**config.mk**
```make
export PLATFORM = sky130hd
export DESIGN_NAME = mvfifo_cell
export DESIGN_NICKNAME = d
export VERILOG_FILES = /design/src/rtl/mvfifo_pkg.sv /design/src/rtl/mvfifo_queue.sv /design/src/rtl/mvfifo_waitmap.sv /design/src/rtl/mvfifo_cell.sv
export SDC_FILE = /design/constraint.sdc
export NUM_CORES = 1
export LEC_CHECK = 0
export CORE_MARGIN = 5
export CORE_UTILIZATION = 35
export DETAILED_ROUTE_END_ITERATION = 12
export DONT_BUFFER_PORTS = 1
export GPL_TIMING_DRIVEN = 0
export MAX_ROUTING_LAYER = met4
export PLACE_DENSITY = 0.59
export SLEW_MARGIN = 10
export SYNTH_ARGS = -nofsm -noshare
export SYNTH_HDL_FRONTEND = slang
export SYNTH_SLANG_ARGS = --single-unit
```
**constraint.sdc**
```tcl
create_clock -name clk -period 5.3 [get_ports clk]
set_input_delay 0 -clock clk [delete_from_list [all_inputs] [get_ports clk]]
set_output_delay 0 -clock clk [all_outputs]
set_load 0.05 [all_outputs]
```
**src/rtl/mvfifo_pkg.sv**
```systemverilog
package mvfifo_pkg;
   typedef enum logic [1:0] {
      VIEW_BYPASS = 2'd0,
      VIEW_CTRL   = 2'd1,
      VIEW_SYNC   = 2'd2,
      VIEW_TRY    = 2'd3
   } view_e;

   localparam int TAG_EMPTY_BIT = 0;
   localparam int TAG_FULL_BIT  = 1;
   localparam int TAG_TYPE_BIT  = 2;
   localparam int TAG_COUNT_LSB = 8;
endpackage

```
**src/rtl/mvfifo_queue.sv**
```systemverilog
module mvfifo_queue #(
   parameter int DATA_W = 32,
   parameter int DEPTH  = 4,
   localparam int PW    = $clog2(DEPTH),
   localparam int CW    = $clog2(DEPTH + 1)
) (
   input  logic              clk,
   input  logic              rst_n,
   input  logic              push,
   input  logic              pop,
   input  logic              ovr,
   input  logic              flush,
   input  logic [DATA_W-1:0] wdata,
   output logic [DATA_W-1:0] head,
   output logic [CW-1:0]     count,
   output logic              empty,
   output logic              full
);
   generate
      if (DEPTH < 2 || (DEPTH & (DEPTH - 1)) != 0) begin : g_bad_depth
         $error("mvfifo_queue: DEPTH must be a power of two of at least 2");
      end
   endgenerate

   logic [DATA_W-1:0] mem_q [DEPTH];
   logic [PW-1:0]     rd_q, wr_q, newest;
   logic [CW-1:0]     cnt_q;

   assign newest = wr_q - PW'(1);

   always_ff @(posedge clk) begin
      if (!rst_n) begin
         rd_q  <= '0;
         wr_q  <= '0;
         cnt_q <= '0;
      end else if (flush) begin
         rd_q  <= '0;
         wr_q  <= '0;
         cnt_q <= '0;
      end else if (push) begin
         wr_q  <= wr_q + PW'(1);
         cnt_q <= cnt_q + CW'(1);
      end else if (pop) begin
         rd_q  <= rd_q + PW'(1);
         cnt_q <= cnt_q - CW'(1);
      end
   end

   always_ff @(posedge clk) begin
      if (!rst_n) begin
         for (int i = 0; i < DEPTH; i++) mem_q[i] <= '0;
      end else begin
         for (int i = 0; i < DEPTH; i++) begin
            if ((push && !flush && wr_q == PW'(i)) || (ovr && newest == PW'(i)))
               mem_q[i] <= wdata;
         end
      end
   end

   assign head  = mem_q[rd_q];
   assign count = cnt_q;
   assign empty = (cnt_q == '0);
   assign full  = (cnt_q == CW'(DEPTH));
endmodule

```
**src/rtl/mvfifo_waitmap.sv**
```systemverilog
module mvfifo_waitmap #(
   parameter int DATA_W  = 32,
   parameter int THREADS = 4,
   localparam int TID_W  = (THREADS > 1) ? $clog2(THREADS) : 1
) (
   input  logic               clk,
   input  logic               rst_n,
   input  logic               set_en,
   input  logic [TID_W-1:0]   set_tid,
   input  logic               set_write,
   input  logic [DATA_W-1:0]  set_data,
   input  logic               clr_en,
   input  logic [TID_W-1:0]   clr_tid,
   input  logic               q_empty,
   input  logic               q_full,
   output logic [THREADS-1:0] wait_map,
   output logic               wake_any,
   output logic [TID_W-1:0]   wake_tid,
   output logic               wake_write,
   output logic [DATA_W-1:0]  wake_data
);
   generate
      if (THREADS < 1) begin : g_bad_threads
         $error("mvfifo_waitmap: THREADS must be at least 1");
      end
   endgenerate

   logic [THREADS-1:0] wait_q, wr_q, elig;
   logic [DATA_W-1:0]  data_q [THREADS];

   always_ff @(posedge clk) begin
      if (!rst_n) begin
         wait_q <= '0;
         wr_q   <= '0;
         for (int t = 0; t < THREADS; t++) data_q[t] <= '0;
      end else begin
         for (int t = 0; t < THREADS; t++) begin
            if (set_en && set_tid == TID_W'(t)) begin
               wait_q[t] <= 1'b1;
               wr_q[t]   <= set_write;
               data_q[t] <= set_data;
            end else if (clr_en && clr_tid == TID_W'(t)) begin
               wait_q[t] <= 1'b0;
            end
         end
      end
   end

   always_comb begin
      for (int t = 0; t < THREADS; t++)
         elig[t] = wait_q[t] && (wr_q[t] ? !q_full : !q_empty);
   end

   always_comb begin
      wake_tid = '0;
      for (int t = THREADS - 1; t >= 0; t--)
         if (elig[t]) wake_tid = TID_W'(t);
   end

   assign wake_any   = |elig;
   assign wake_write = wr_q[wake_tid];
   assign wake_data  = data_q[wake_tid];
   assign wait_map   = wait_q;
endmodule

```
**src/rtl/mvfifo_cell.sv**
```systemverilog
module mvfifo_cell
   import mvfifo_pkg::*;
#(
   parameter int DATA_W   = 32,
   parameter int DEPTH    = 4,
   parameter int THREADS  = 4,
   parameter int ADDR_W   = 8,
   parameter int VIEW_LSB = 3,
   localparam int TID_W   = (THREADS > 1) ? $clog2(THREADS) : 1,
   localparam int CW      = $clog2(DEPTH + 1)
) (
   input  logic               clk,
   input  logic               rst_n,
   input  logic               req_valid,
   output logic               req_ready,
   input  logic [TID_W-1:0]   req_tid,
   input  logic [ADDR_W-1:0]  req_addr,
   input  logic               req_write,
   input  logic [DATA_W-1:0]  req_wdata,
   output logic               resp_valid,
   output logic               resp_stall,
   output logic [TID_W-1:0]   resp_tid,
   output logic [DATA_W-1:0]  resp_rdata,
   output logic [THREADS-1:0] wait_map
);
   generate
      if (VIEW_LSB + 2 > ADDR_W) begin : g_bad_view
         $error("mvfifo_cell: view field does not fit in the address");
      end
      if (TAG_COUNT_LSB + CW > DATA_W) begin : g_bad_tag
         $error("mvfifo_cell: tag word does not fit in DATA_W");
      end
   endgenerate

   view_e              view;
   logic               q_push, q_pop, q_ovr, q_flush;
   logic [DATA_W-1:0]  q_wdata, q_head;
   logic [CW-1:0]      q_count;
   logic               q_empty, q_full;
   logic               pend_set, wake_any, wake_write;
   logic [TID_W-1:0]   wake_tid;
   logic [DATA_W-1:0]  wake_data, tag_word;
   logic               grant_n, stall_n;
   logic [TID_W-1:0]   tid_n;
   logic [DATA_W-1:0]  rdata_n;
   logic               unused_addr;

   assign unused_addr = ^req_addr;
   assign view        = view_e'(req_addr[VIEW_LSB +: 2]);
   assign req_ready   = !wake_any;

   mvfifo_queue #(.DATA_W(DATA_W), .DEPTH(DEPTH)) u_queue (
      .clk   (clk),
      .rst_n (rst_n),
      .push  (q_push),
      .pop   (q_pop),
      .ovr   (q_ovr),
      .flush (q_flush),
      .wdata (q_wdata),
      .head  (q_head),
      .count (q_count),
      .empty (q_empty),
      .full  (q_full)
   );

   mvfifo_waitmap #(.DATA_W(DATA_W), .THREADS(THREADS)) u_wait (
      .clk        (clk),
      .rst_n      (rst_n),
      .set_en     (pend_set),
      .set_tid    (req_tid),
      .set_write  (req_write),
      .set_data   (req_wdata),
      .clr_en     (wake_any),
      .clr_tid    (wake_tid),
      .q_empty    (q_empty),
      .q_full     (q_full),
      .wait_map   (wait_map),
      .wake_any   (wake_any),
      .wake_tid   (wake_tid),
      .wake_write (wake_write),
      .wake_data  (wake_data)
   );

   always_comb begin
      tag_word                 = '0;
      tag_word[TAG_EMPTY_BIT]  = q_empty;
      tag_word[TAG_FULL_BIT]   = q_full;
      tag_word[TAG_TYPE_BIT]   = 1'b1;
      tag_word[TAG_COUNT_LSB +: CW] = q_count;
   end

   always_comb begin
      q_push   = 1'b0;
      q_pop    = 1'b0;
      q_ovr    = 1'b0;
      q_flush  = 1'b0;
      q_wdata  = req_wdata;
      pend_set = 1'b0;
      grant_n  = 1'b0;
      stall_n  = 1'b0;
      tid_n    = req_tid;
      rdata_n  = '0;
      if (wake_any) begin
         grant_n = 1'b1;
         tid_n   = wake_tid;
         if (wake_write) begin
            q_push  = 1'b1;
            q_wdata = wake_data;
         end else begin
            q_pop   = 1'b1;
            rdata_n = q_head;
         end
      end else if (req_valid) begin
         grant_n = 1'b1;
         unique case (view)
            VIEW_SYNC: begin
               if (req_write ? q_full : q_empty) begin
                  grant_n  = 1'b0;
                  stall_n  = 1'b1;
                  pend_set = 1'b1;
               end else if (req_write) begin
                  q_push = 1'b1;
               end else begin
                  q_pop   = 1'b1;
                  rdata_n = q_head;
               end
            end
            VIEW_TRY: begin
               if (req_write) begin
                  q_push = !q_full;
               end else if (!q_empty) begin
                  q_pop   = 1'b1;
                  rdata_n = q_head;
               end
            end
            VIEW_BYPASS: begin
               if (req_write) q_ovr = !q_empty;
               else if (!q_empty) rdata_n = q_head;
            end
            VIEW_CTRL: begin
               if (req_write) q_flush = req_wdata[TAG_EMPTY_BIT];
               else rdata_n = tag_word;
            end
            default: ;
         endcase
      end
   end

   always_ff @(posedge clk) begin
      if (!rst_n) begin
         resp_valid <= 1'b0;
         resp_stall <= 1'b0;
         resp_tid   <= '0;
         resp_rdata <= '0;
      end else begin
         resp_valid <= grant_n;
         resp_stall <= stall_n;
         resp_tid   <= tid_n;
         resp_rdata <= rdata_n;
      end
   end
endmodule

```
==> results of run 1 <==
==> state kept, by name, indices dropped and copies added (netlist names), 2 cells and up, named ones only <==
| register | cells |
|---|---|
| u_queue.wr_q | 2 |
| u_wait.wait_map | 4 |
| u_queue.rd_q | 2 |
| resp_tid | 2 |
| u_queue.count | 3 |
| resp_rdata | 32 |
| u_wait.data_q | 128 |
| u_wait.wr_q | 4 |
| u_queue.mem_q | 128 |
==> per-stage QoR <==
step	TNS (ns)	worst slack, ns	hold slack, ns
CTS	0	0.843	0.00675
global route	0	0.773	0.0491
finish	0	0.855	0.0143
floorplan	0	0.808	0.141
detailed placement	0	0.870	0.153
global placement	-188.27	-1.63	0.148
==> worst max-delay path, delay by kind of cell, from the launching register on <==
family          cells  cell delay (ns)
buf+inv             3             1.31
simple gates        1             0.32
compound gates      4             1.84
flops               1             0.68
==> how the worst min path moves through the flow <==
stage / to / slack [ns] / cells past startpoint / start
6_report: u_queue.mem_q[0][14] / 0.01 / 3 / req_wdata[14]
5_1_grt: u_wait.data_q[3][0] / 0.05 / 2 / req_tid[0]
4_1_cts: u_wait.wr_q[3] / 0.007 / 2 / req_write
3_5_place_dp: resp_valid / 0.15 / 2 / req_valid
3_3_place_gp: resp_valid / 0.15 / 2 / req_valid
2_1_floorplan: resp_valid / 0.14 / 2 / req_valid
==> where the power goes <==
part	leakage [nW]	switching, mW	total (mW)	internal (mW)
clock	0.567	0.982	2.42	1.44
sequential	3.08	0.110	2.89	2.78
combinational	2.13	0.499	0.748	0.249
total	5.77	1.59	6.06	4.47
==> cell type report <==
cell class | count | area [µm²] | share of cell area [%]
sequential | 309 | 8750 | 52.6
multi-input combinational | 772 | 4980 | 30.0
clock buffer | 45 | 966 | 5.81
tap | 525 | 657 | 3.95
timing repair buffer | 47 | 596 | 3.58
buffer | 99 | 414 | 2.49
clock inverter | 19 | 173 | 1.04
inverter | 16 | 60.1 | 0.361
antenna | 11 | 27.5 | 0.166
==> cells by family after synthesis <==
| logic type | count (synthesis) | synth area share, % |
|---|---|---|
| xor+xnor | 7 | 0.433 |
| compound gates | 243 | 11.5 |
| fa+ha+maj | 12 | 1.11 |
| buf+inv | 115 | 3.35 |
| flops | 309 | 61.8 |
| mux | 34 | 5.24 |
| simple gates | 476 | 16.5 |
==> routing by layer <==
metal / GRT usage [%] / up-vias
li1: - / 4559
met5: - / -
met1: 24.2 / 4825
met4: 5.25 / 0
met3: 3.28 / 74
met2: 29.6 / 389
==> cells in the final DEF (no fill, tap or decap), types with 7 or more instances in the layout <==
| cell | synthesis | layout |
|---|---|---|
| mux4_2 | 32 | 32 |
| nand2_1 | 109 | 105 |
| clkbuf_1 | 61 | 68 |
| nor2_1 | 137 | 137 |
| edfxtp_1 | 256 | 256 |
| o311ai_1 | 19 | 25 |
| and2_1 | 129 | 129 |
| buf_2 | 28 | 28 |
| inv_1 | 16 | 16 |
| o21ai_0 | 41 | 38 |
| clkinv_2 | 0 | 10 |
| clkbuf_16 | 0 | 37 |
| ha_1 | 11 | 11 |
| and3_1 | 27 | 27 |
| nand3_1 | 38 | 38 |
| a31oi_1 | 32 | 32 |
| dlygate4sd3_1 | 0 | 38 |
| diode_2 | 0 | 11 |
| o311ai_0 | 13 | 7 |
| a21oi_1 | 68 | 68 |
| dfxtp_1 | 53 | 53 |
| o21bai_1 | 32 | 32 |
==> reports/qor.yml, run 1 <==
status:
  outcome: "finished clean"
timing:
  finalClockSkew_ns: 0.0223
  fin_crit_sh_pct: 83.9
  hold_viol: 0
  fmax_mhz: 225
  slew_viol_final: 0
  slew_headroom_pct: 13.1
  rsz0062_at_grt: "false"
  worst_slew_pin_slew_ns: 1.29
  setup_violations: 0
  min_period_ns: 4.44
synthesis:
  synthesis.area_mm2: 0.0141
  yosysTopAreaCellShare_pct: 54.3
  synthCells: 1196
  synth-main-ff-cell: "edfxtp_1"
  synth_edf_count: 256
  ys_seq_area_share_pct: 61.8
  synth-seq-cells: 309
  synthTopCellsByArea: "edfxtp_1, dfxtp_1, and2_1"
  async_flop_share_pct: 0
  synth_warnings: 0
  ys_types: 59
  syn_nets: 1254
  yosysMostFrequentCell: "edfxtp_1"
  synth.avg_cell_area_um2: 11.8
  netlist_top_cells_count: "edfxtp_1, nor2_1, and2_1"
  yosys.area.top_type: "edfxtp_1"
grt:
  grt_pass1_wl_um: 61500
  grt_pass1_vias: 9985
  grt_util_all_layers_pct: 18.4
  grt_max_degree: 22
  grt_overflow_total: 0
  antenna_found_initial: 1
clocking:
  cts_hold_buf: 38
  clockBufferDepth: 3
  cts_max_level: 2
  cts_tree: "built"
  cts_sinks: 309
  clockRootBuffer: "clkbuf_16"
  post-cts-setup-buffers: 0
  cts_made_buffers: 36
  path_clk_slew_ns: 0.06
  clock_latency_ns: 0.53
  cts_resized: 0
layout:
  area_growth_pct: 17.5
  final_cell_area_mm2: 0.0166
  fin_cells: 1843
  utilization_pct: 41.7
  fillers: 3805
  drive_above_1_share_pct: 11.7
  final_nets: 1339
power:
  finalPower_mw: 6.06
  p_per_area_mw_per_mm2: 364
  ir_worst_vdd_uv: 200
  p_leak_nw: 5.77
worst_setup_path:
  ff2ff_setup_slack_ns: 0.86
  critPathKind: "reg -> reg"
  worstSetupStartpoint: "u_wait.wait_map[1]"
  crit_path_start_kind: "flip-flop"
  crit_slowest_cell: "dfxtp_1"
  reg2reg_depth: 8
  path_max_fanout: 19
  cp-end-kind: "flip-flop"
  cp.arrival_ns: 4.71
  r2r_start: "u_wait.wait_map[1]"
  timing.rr.end: "u_queue.mem_q[3][7]"
  cpPeakStageDelay_ns: 0.68
  crit_required_ns: 5.56
  endpoint: "u_queue.mem_q[3][7]"
  path_cells: "clkbuf_1 -> a21bo_2 -> a221oi_4 -> o22ai_1 -> a32oi_1 -> buf_2 -> nand2_2 -> buf_16"
drt:
  wl_um: 40400
  top_layer_used: "met4"
  viasPerCell: 5.34
  wl_met3_um: 2950
  wl_per_cell_um: 21.9
  ant_nets: 0
  wirelength_met1_um: 17000
  num_vias: 9847
  first_iter_violations: 931
  drc: 0
  firstDrtPassIters: 5
  wl_met2_um: 19200
floorplan:
  initial_core_util_pct: 35.5
  core.rowCount: 73
  dieHeight_um: 211
  die_w_um: 211
  core_mm2: 0.0398
  dieArea_mm2: 0.0445
  ios: 87
placement:
  place.gp.congestion: 0.864
  dp_cells: 1730
  place_hpwl_um: 27300
  port_buffers: 0
  placed_cell_area_mm2: 0.0151
run:
  cap_violations: 0
hold_path:
  hold_class: "in -> reg"
Note: power is estimated with default switching activity, not from simulation.
==> run 2, diff against run 1 <==
- PLACE_DENSITY: 0.59 -> 0.61
- clock period: 5.3 -> 4 ns (I/O delays scaled with it)
==> reports/qor.yml, run 2 (synthesis gave the netlist of run 1 again) <==
power:
  p_per_area_mw_per_mm2: 471
  combPwrFrac_pct: 12.5
  ir_worst_vdd_uv: 274
  p_clk_share_pct: 38.3
  p_leak_nw: 5.72
  p_sw_mw: 2.05
  p_seq_share_pct: 49.1
  p_sw_share_pct: 26.3
  p_int_mw: 5.74
  finalPower_mw: 7.79
drt:
  viasPerCell: 5.35
  firstDrtPassIters: 6
  wl_um: 40000
  first_iter_violations: 902
  ant_nets: 0
  num_vias: 9853
  drc: 0
  wl_per_cell_um: 21.7
timing:
  worst_slew_pin_slew_ns: 1.23
  min_period_ns: 3.83
  fin_crit_sh_pct: 95.7
  setup_tns_ns: 0
  fmax_mhz: 261
  setup_violations: 0
  finalClockSkew_ns: 0.0262
  slew_headroom_pct: 17.1
  hold_viol: 0
  slew_viol_final: 0
  rsz0062_at_grt: "false"
layout:
  final_cell_area_mm2: 0.0165
  utilization_pct: 41.5
  reg_top3: "u_queue.mem_q x128, u_wait.data_q x128, resp_rdata x32"
  layout_commonest_cell: "edfxtp_1"
  drive_above_1_share_pct: 11.5
  area_growth_pct: 16.9
  fin_cells: 1840
  layout_common_cells: "edfxtp_1, nor2_1, and2_1, nand2_1, clkbuf_1"
  final_nets: 1337
worst_setup_path:
  critPathKind: "reg -> reg"
  cp.arrival_ns: 4.08
  crit_slowest_cell: "dfxtp_2"
  crit_required_ns: 4.25
  cp-end-kind: "flip-flop"
  path_cells: "clkbuf_2 -> a21bo_2 -> a221oi_4 -> o22ai_1 -> buf_2 -> a32oi_2 -> buf_2 -> nand2_2 -> buf_16"
  crit_path_start_kind: "flip-flop"
  path_max_fanout: 18
  cp_common_cell: "buf_2"
  cpPeakStageDelay_ns: 0.53
clocking:
  cts_sinks: 309
  clock_latency_ns: 0.52
  clockBufferDepth: 3
  path_clk_slew_ns: 0.06
  cts_max_level: 2
  cts_tree: "built"
  cts_made_buffers: 35
  clockRootBuffer: "clkbuf_16"
hold_path:
  hold_class: "in -> reg"
status:
  outcome: "finished clean"
floorplan:
  dieArea_mm2: 0.0445
  core.rowCount: 73
  core_mm2: 0.0398
  initial_core_util_pct: 35.5
  die_w_um: 211
  dieHeight_um: 211
  ios: 87
grt:
  grt_util_all_layers_pct: 18.2
  antenna_found_initial: 4
  grt_overflow_total: 0
  grt_max_degree: 23
  grt_pass1_vias: 9977
  grt_pass1_wl_um: 61200
placement:
  placed_cell_area_mm2: 0.0151
  place.gp.congestion: 0.878
  place_hpwl_um: 27300
  dp_cells: 1730
  port_buffers: 0
run:
  cap_violations: 0
## run 2: cell types whose count changed in the layout (fill, tap and decap cells not counted), sizes merged
| cell | delta |
|---|---|
| clkinv | -4 |
| bufinv | -2 |
| dlygate4sd3 | -1 |
| inv | +1 |
| clkbuf | +2 |
| clkinvlp | +1 |
## run 2: power by group through the flow
stage               clock network (mW)  logic (mW)  registers, mW
floorplan                            0       0.607           3.87
global placement                     0       0.860           3.90
detailed placement                   0       0.919           3.89
CTS                               3.04       0.973           3.83
global route                      3.18        1.06           3.84
finish                            2.99       0.975           3.83
## run 2: area by class of cell
type	instances	area, µm²
diodes	11	27.5
flip-flops and latches	309	8750
clock buffers	47	951
multi-input cells	772	4990
repair buffers	46	586
fillers	3839	23300
inverters	16	60.1
well taps	525	657
clock inverters	15	97.6
plain buffers	99	415
## run 2: per-layer routing
| metal | track usage, % | part of all wire, % | up-vias |
|---|---|---|---|
| met2 | 29.3 | 48 | 360 |
| li1 | - | - | 4551 |
| met5 | - | 0 | - |
| met3 | 3.77 | 7.5 | 64 |
| met1 | 23.6 | 42 | 4878 |
| met4 | 4.65 | 1.9 | 0 |
## run 2: path summary, 6_finish.rpt
kind	depth (start not counted)	endpoint	slack, ns	start
max	9	u_queue.mem_q[1][12]	0.17	u_wait.wait_map[1]
min	3	u_queue.mem_q[1][16]	0.03	req_wdata[16]
max reg2reg	9	u_queue.mem_q[1][12]	0.17	u_wait.wait_map[1]
min reg2reg	2	u_queue.rd_q[1]	0.52	u_queue.rd_q[1]
## run 2: critical path, delay by kind of cell, from the launching register on
kind | cells | cell delay (ns)
and+or+nand+nor | 1 | 0.34
AOI/OAI and AO/OA | 4 | 1.43
DFF | 1 | 0.53
buffers and inverters | 4 | 1.28
## run 2: per-stage QoR
stage | hold WS [ns] | setup slack [ns]
after floorplan | 0.141 | -0.371
after global placement | 0.163 | -2.43
after detailed placement | 0.163 | -0.263
after CTS | 0.00554 | 0.152
after global routing | 0.0399 | 0.00209
final | 0.0298 | 0.170
## run 2: what timing repair did
action	in CTS	in global routing
hold endpoints to repair	172	0
hold buffers	37	0
pin swaps	0	0
resized for setup	3	1
buffers inserted	0	0
endpoints found under the setup margin	125	41
==> run 3, diff against run 2 <==
- ABC_AREA: default -> 1
- CTS_CLUSTER_DIAMETER: default -> 30
==> reports/qor.yml, run 3 <==
synthesis:
  ys_seq_area_share_pct: 65.1
  ys_types: 35
  synth-main-ff-cell: "edfxtp_1"
  synth.avg_cell_area_um2: 10.1
  netlist_top_cells_count: "nor2_1, nand2_1, edfxtp_1"
  synth-seq-cells: 309
  synthesis.area_mm2: 0.0134
  synthTopCellsByArea: "edfxtp_1, nor2_1, dfxtp_1"
  yosysMostFrequentCell: "nor2_1"
  synth_warnings: 0
  yosysTopAreaCellShare_pct: 57.2
  synthCells: 1334
  syn_nets: 1392
  synth_edf_count: 256
  async_flop_share_pct: 0
  yosys.area.top_type: "edfxtp_1"
worst_setup_path:
  path_cells: "nor2_4 -> nand2_1 -> inv_2 -> nand2_1 -> nand3_2 -> nand2_2 -> nor2_4 -> nand2_4 -> nor2_2 -> nand3_1 -> nand3_1 -> nand3_2 -> buf_16"
  crit_path_start_kind: "flip-flop"
  cp-end-kind: "flip-flop"
  crit_required_ns: 4.30
  reg2reg_depth: 13
  cpPeakStageDelay_ns: 0.41
  critPathKind: "reg -> reg"
  path_max_fanout: 18
  cp.arrival_ns: 3.52
  crit_slowest_cell: "nand3_2"
grt:
  grt_pass1_wl_um: 56400
  grt_max_degree: 29
  grt_pass1_vias: 9891
  antenna_found_initial: 3
  grt_util_all_layers_pct: 17.8
  grt_overflow_total: 0
clocking:
  clockRootBuffer: "clkbuf_16"
  clock_latency_ns: 0.57
  cts_resized: 0
  cts_max_level: 3
  cts_made_buffers: 72
  path_clk_slew_ns: 0.05
  clockBufferDepth: 3
  cts_sinks: 309
  cts_tree: "built"
placement:
  port_buffers: 0
  place_hpwl_um: 24400
  place.gp.congestion: 0.831
  placed_cell_area_mm2: 0.0143
drt:
  firstDrtPassIters: 5
  first_iter_violations: 859
  num_vias: 9839
  ant_nets: 0
  wl_um: 36100
  drc: 0
  viasPerCell: 4.85
  wl_per_cell_um: 17.8
layout:
  layout_commonest_cell: "nor2_1"
  area.sequential_mm2: 0.00875
  utilization_pct: 45.5
  layout_common_cells: "nor2_1, nand2_1, edfxtp_1, clkbuf_16, a21oi_1"
  final_nets: 1515
  final_cell_area_mm2: 0.0172
  area_growth_pct: 27.8
  multi_input_area_mm2: 0.00409
  reg_top3: "u_queue.mem_q x128, u_wait.data_q x128, resp_rdata x32"
  drive_above_1_share_pct: 15.8
  fillers: 3485
timing:
  worst_slew_pin_slew_ns: 0.743
  setup_violations: 0
  setup_tns_ns: 0
  hold_viol: 0
  whs_ns: 0.0356
  fin_crit_sh_pct: 80.5
  finalClockSkew_ns: 0.0214
  fmax_mhz: 310
  slew_headroom_pct: 50.4
  rsz0062_at_grt: "false"
  slew_viol_final: 0
  min_period_ns: 3.22
power:
  p_int_mw: 7.89
  finalPower_mw: 10.3
  ir_worst_vdd_uv: 275
  combPwrFrac_pct: 6.6
  p_leak_nw: 6.97
  p_per_area_mw_per_mm2: 597
  p_sw_mw: 2.38
  p_sw_share_pct: 23.1
  p_seq_share_pct: 36.6
  p_clk_share_pct: 56.8
floorplan:
  die_w_um: 206
  dieHeight_um: 206
  core_mm2: 0.0378
  core.rowCount: 71
  ios: 87
  initial_core_util_pct: 35.6
  dieArea_mm2: 0.0424
hold_path:
  whs_path_depth: 5
  hold_class: "in -> reg"
status:
  outcome: "finished clean"
run:
  cap_violations: 0
run 3: cell types whose count changed in the layout (fill, tap and decap cells not counted), sizes merged, moves of 26 or more:
cell and delta:
nor2 +201, nand2 +169, and2 -129, inv +49, a31oi -32, mux4 -32
nand3 +32, o21bai -32, o311ai -32, o21ai +29, and3 -26
run 3: layer usage:
| metal | vias to the layer above | wire [µm] | global-route usage [%] |
|---|---|---|---|
| li1 | 4742 | - | - |
| met1 | 4697 | 15700 | 22.7 |
| met2 | 325 | 17100 | 28.0 |
| met3 | 75 | 2340 | 4.13 |
| met4 | 0 | 897 | 6.32 |
| met5 | - | 0 | - |
run 3: logic make-up after synthesis:
family	count (synthesis)	synth area share [%]
XOR/XNOR	1	0.0651
adder cells (fa/ha/maj)	12	1.17
AND/OR/NAND/NOR	725	22.8
flip-flops	309	65.1
AO/OA/AOI/OAI	151	6.18
buffers and inverters	136	4.76
run 3: critical path: cells and delay by family, from the launching register on:
| family | cells | cell delay, ns |
|---|---|---|
| buf+inv | 2 | 0.45 |
| flops | 1 | 0.37 |
| simple gates | 11 | 2.11 |
run 3: per-stage QoR:
stage | setup WS (ns) | std cells
after floorplan | 0.935 | 1334
after global routing | 0.515 | 2029
after CTS | 0.783 | 2026
after global placement | -0.177 | 1845
final | 0.779 | 2029
after detailed placement | 0.806 | 1853
run 3: repair_timing:
| action | CTS | global route |
|---|---|---|
| setup buffers | 0 | 0 |
| endpoints found under the hold margin | 211 | 0 |
| hold buffers | 41 | 0 |
run 3: power groups by stage:
stage	logic [mW]	registers (mW)	clock network (mW)
floorplan	0.421	3.80	0
global placement	0.592	3.81	0
detailed placement	0.636	3.81	0
CTS	0.677	3.76	5.90
global route	0.752	3.76	6.11
finish	0.675	3.75	5.83
run 3: area by class of cell:
type | count | area share (%)
clock buffers | 88 | 11.4
repair buffers | 49 | 3.62
well taps | 511 | 3.72
clock inverters | 44 | 2.84
diodes | 3 | 0.0437
inverters | 63 | 1.38
flip-flops and latches | 309 | 50.9
plain buffers | 73 | 2.35
multi-input cells | 889 | 23.8
run 3: worst paths after layout:
| check | start | end | slack [ns] |
|---|---|---|---|
| max | u_queue.count[0] | u_queue.mem_q[3][11] | 0.78 |
| min | req_addr[3] | resp_rdata[10] | 0.04 |
| max reg2reg | u_queue.count[0] | u_queue.mem_q[3][11] | 0.78 |
| min reg2reg | u_wait.wr_q[3] | u_wait.wr_q[3] | 0.53 |
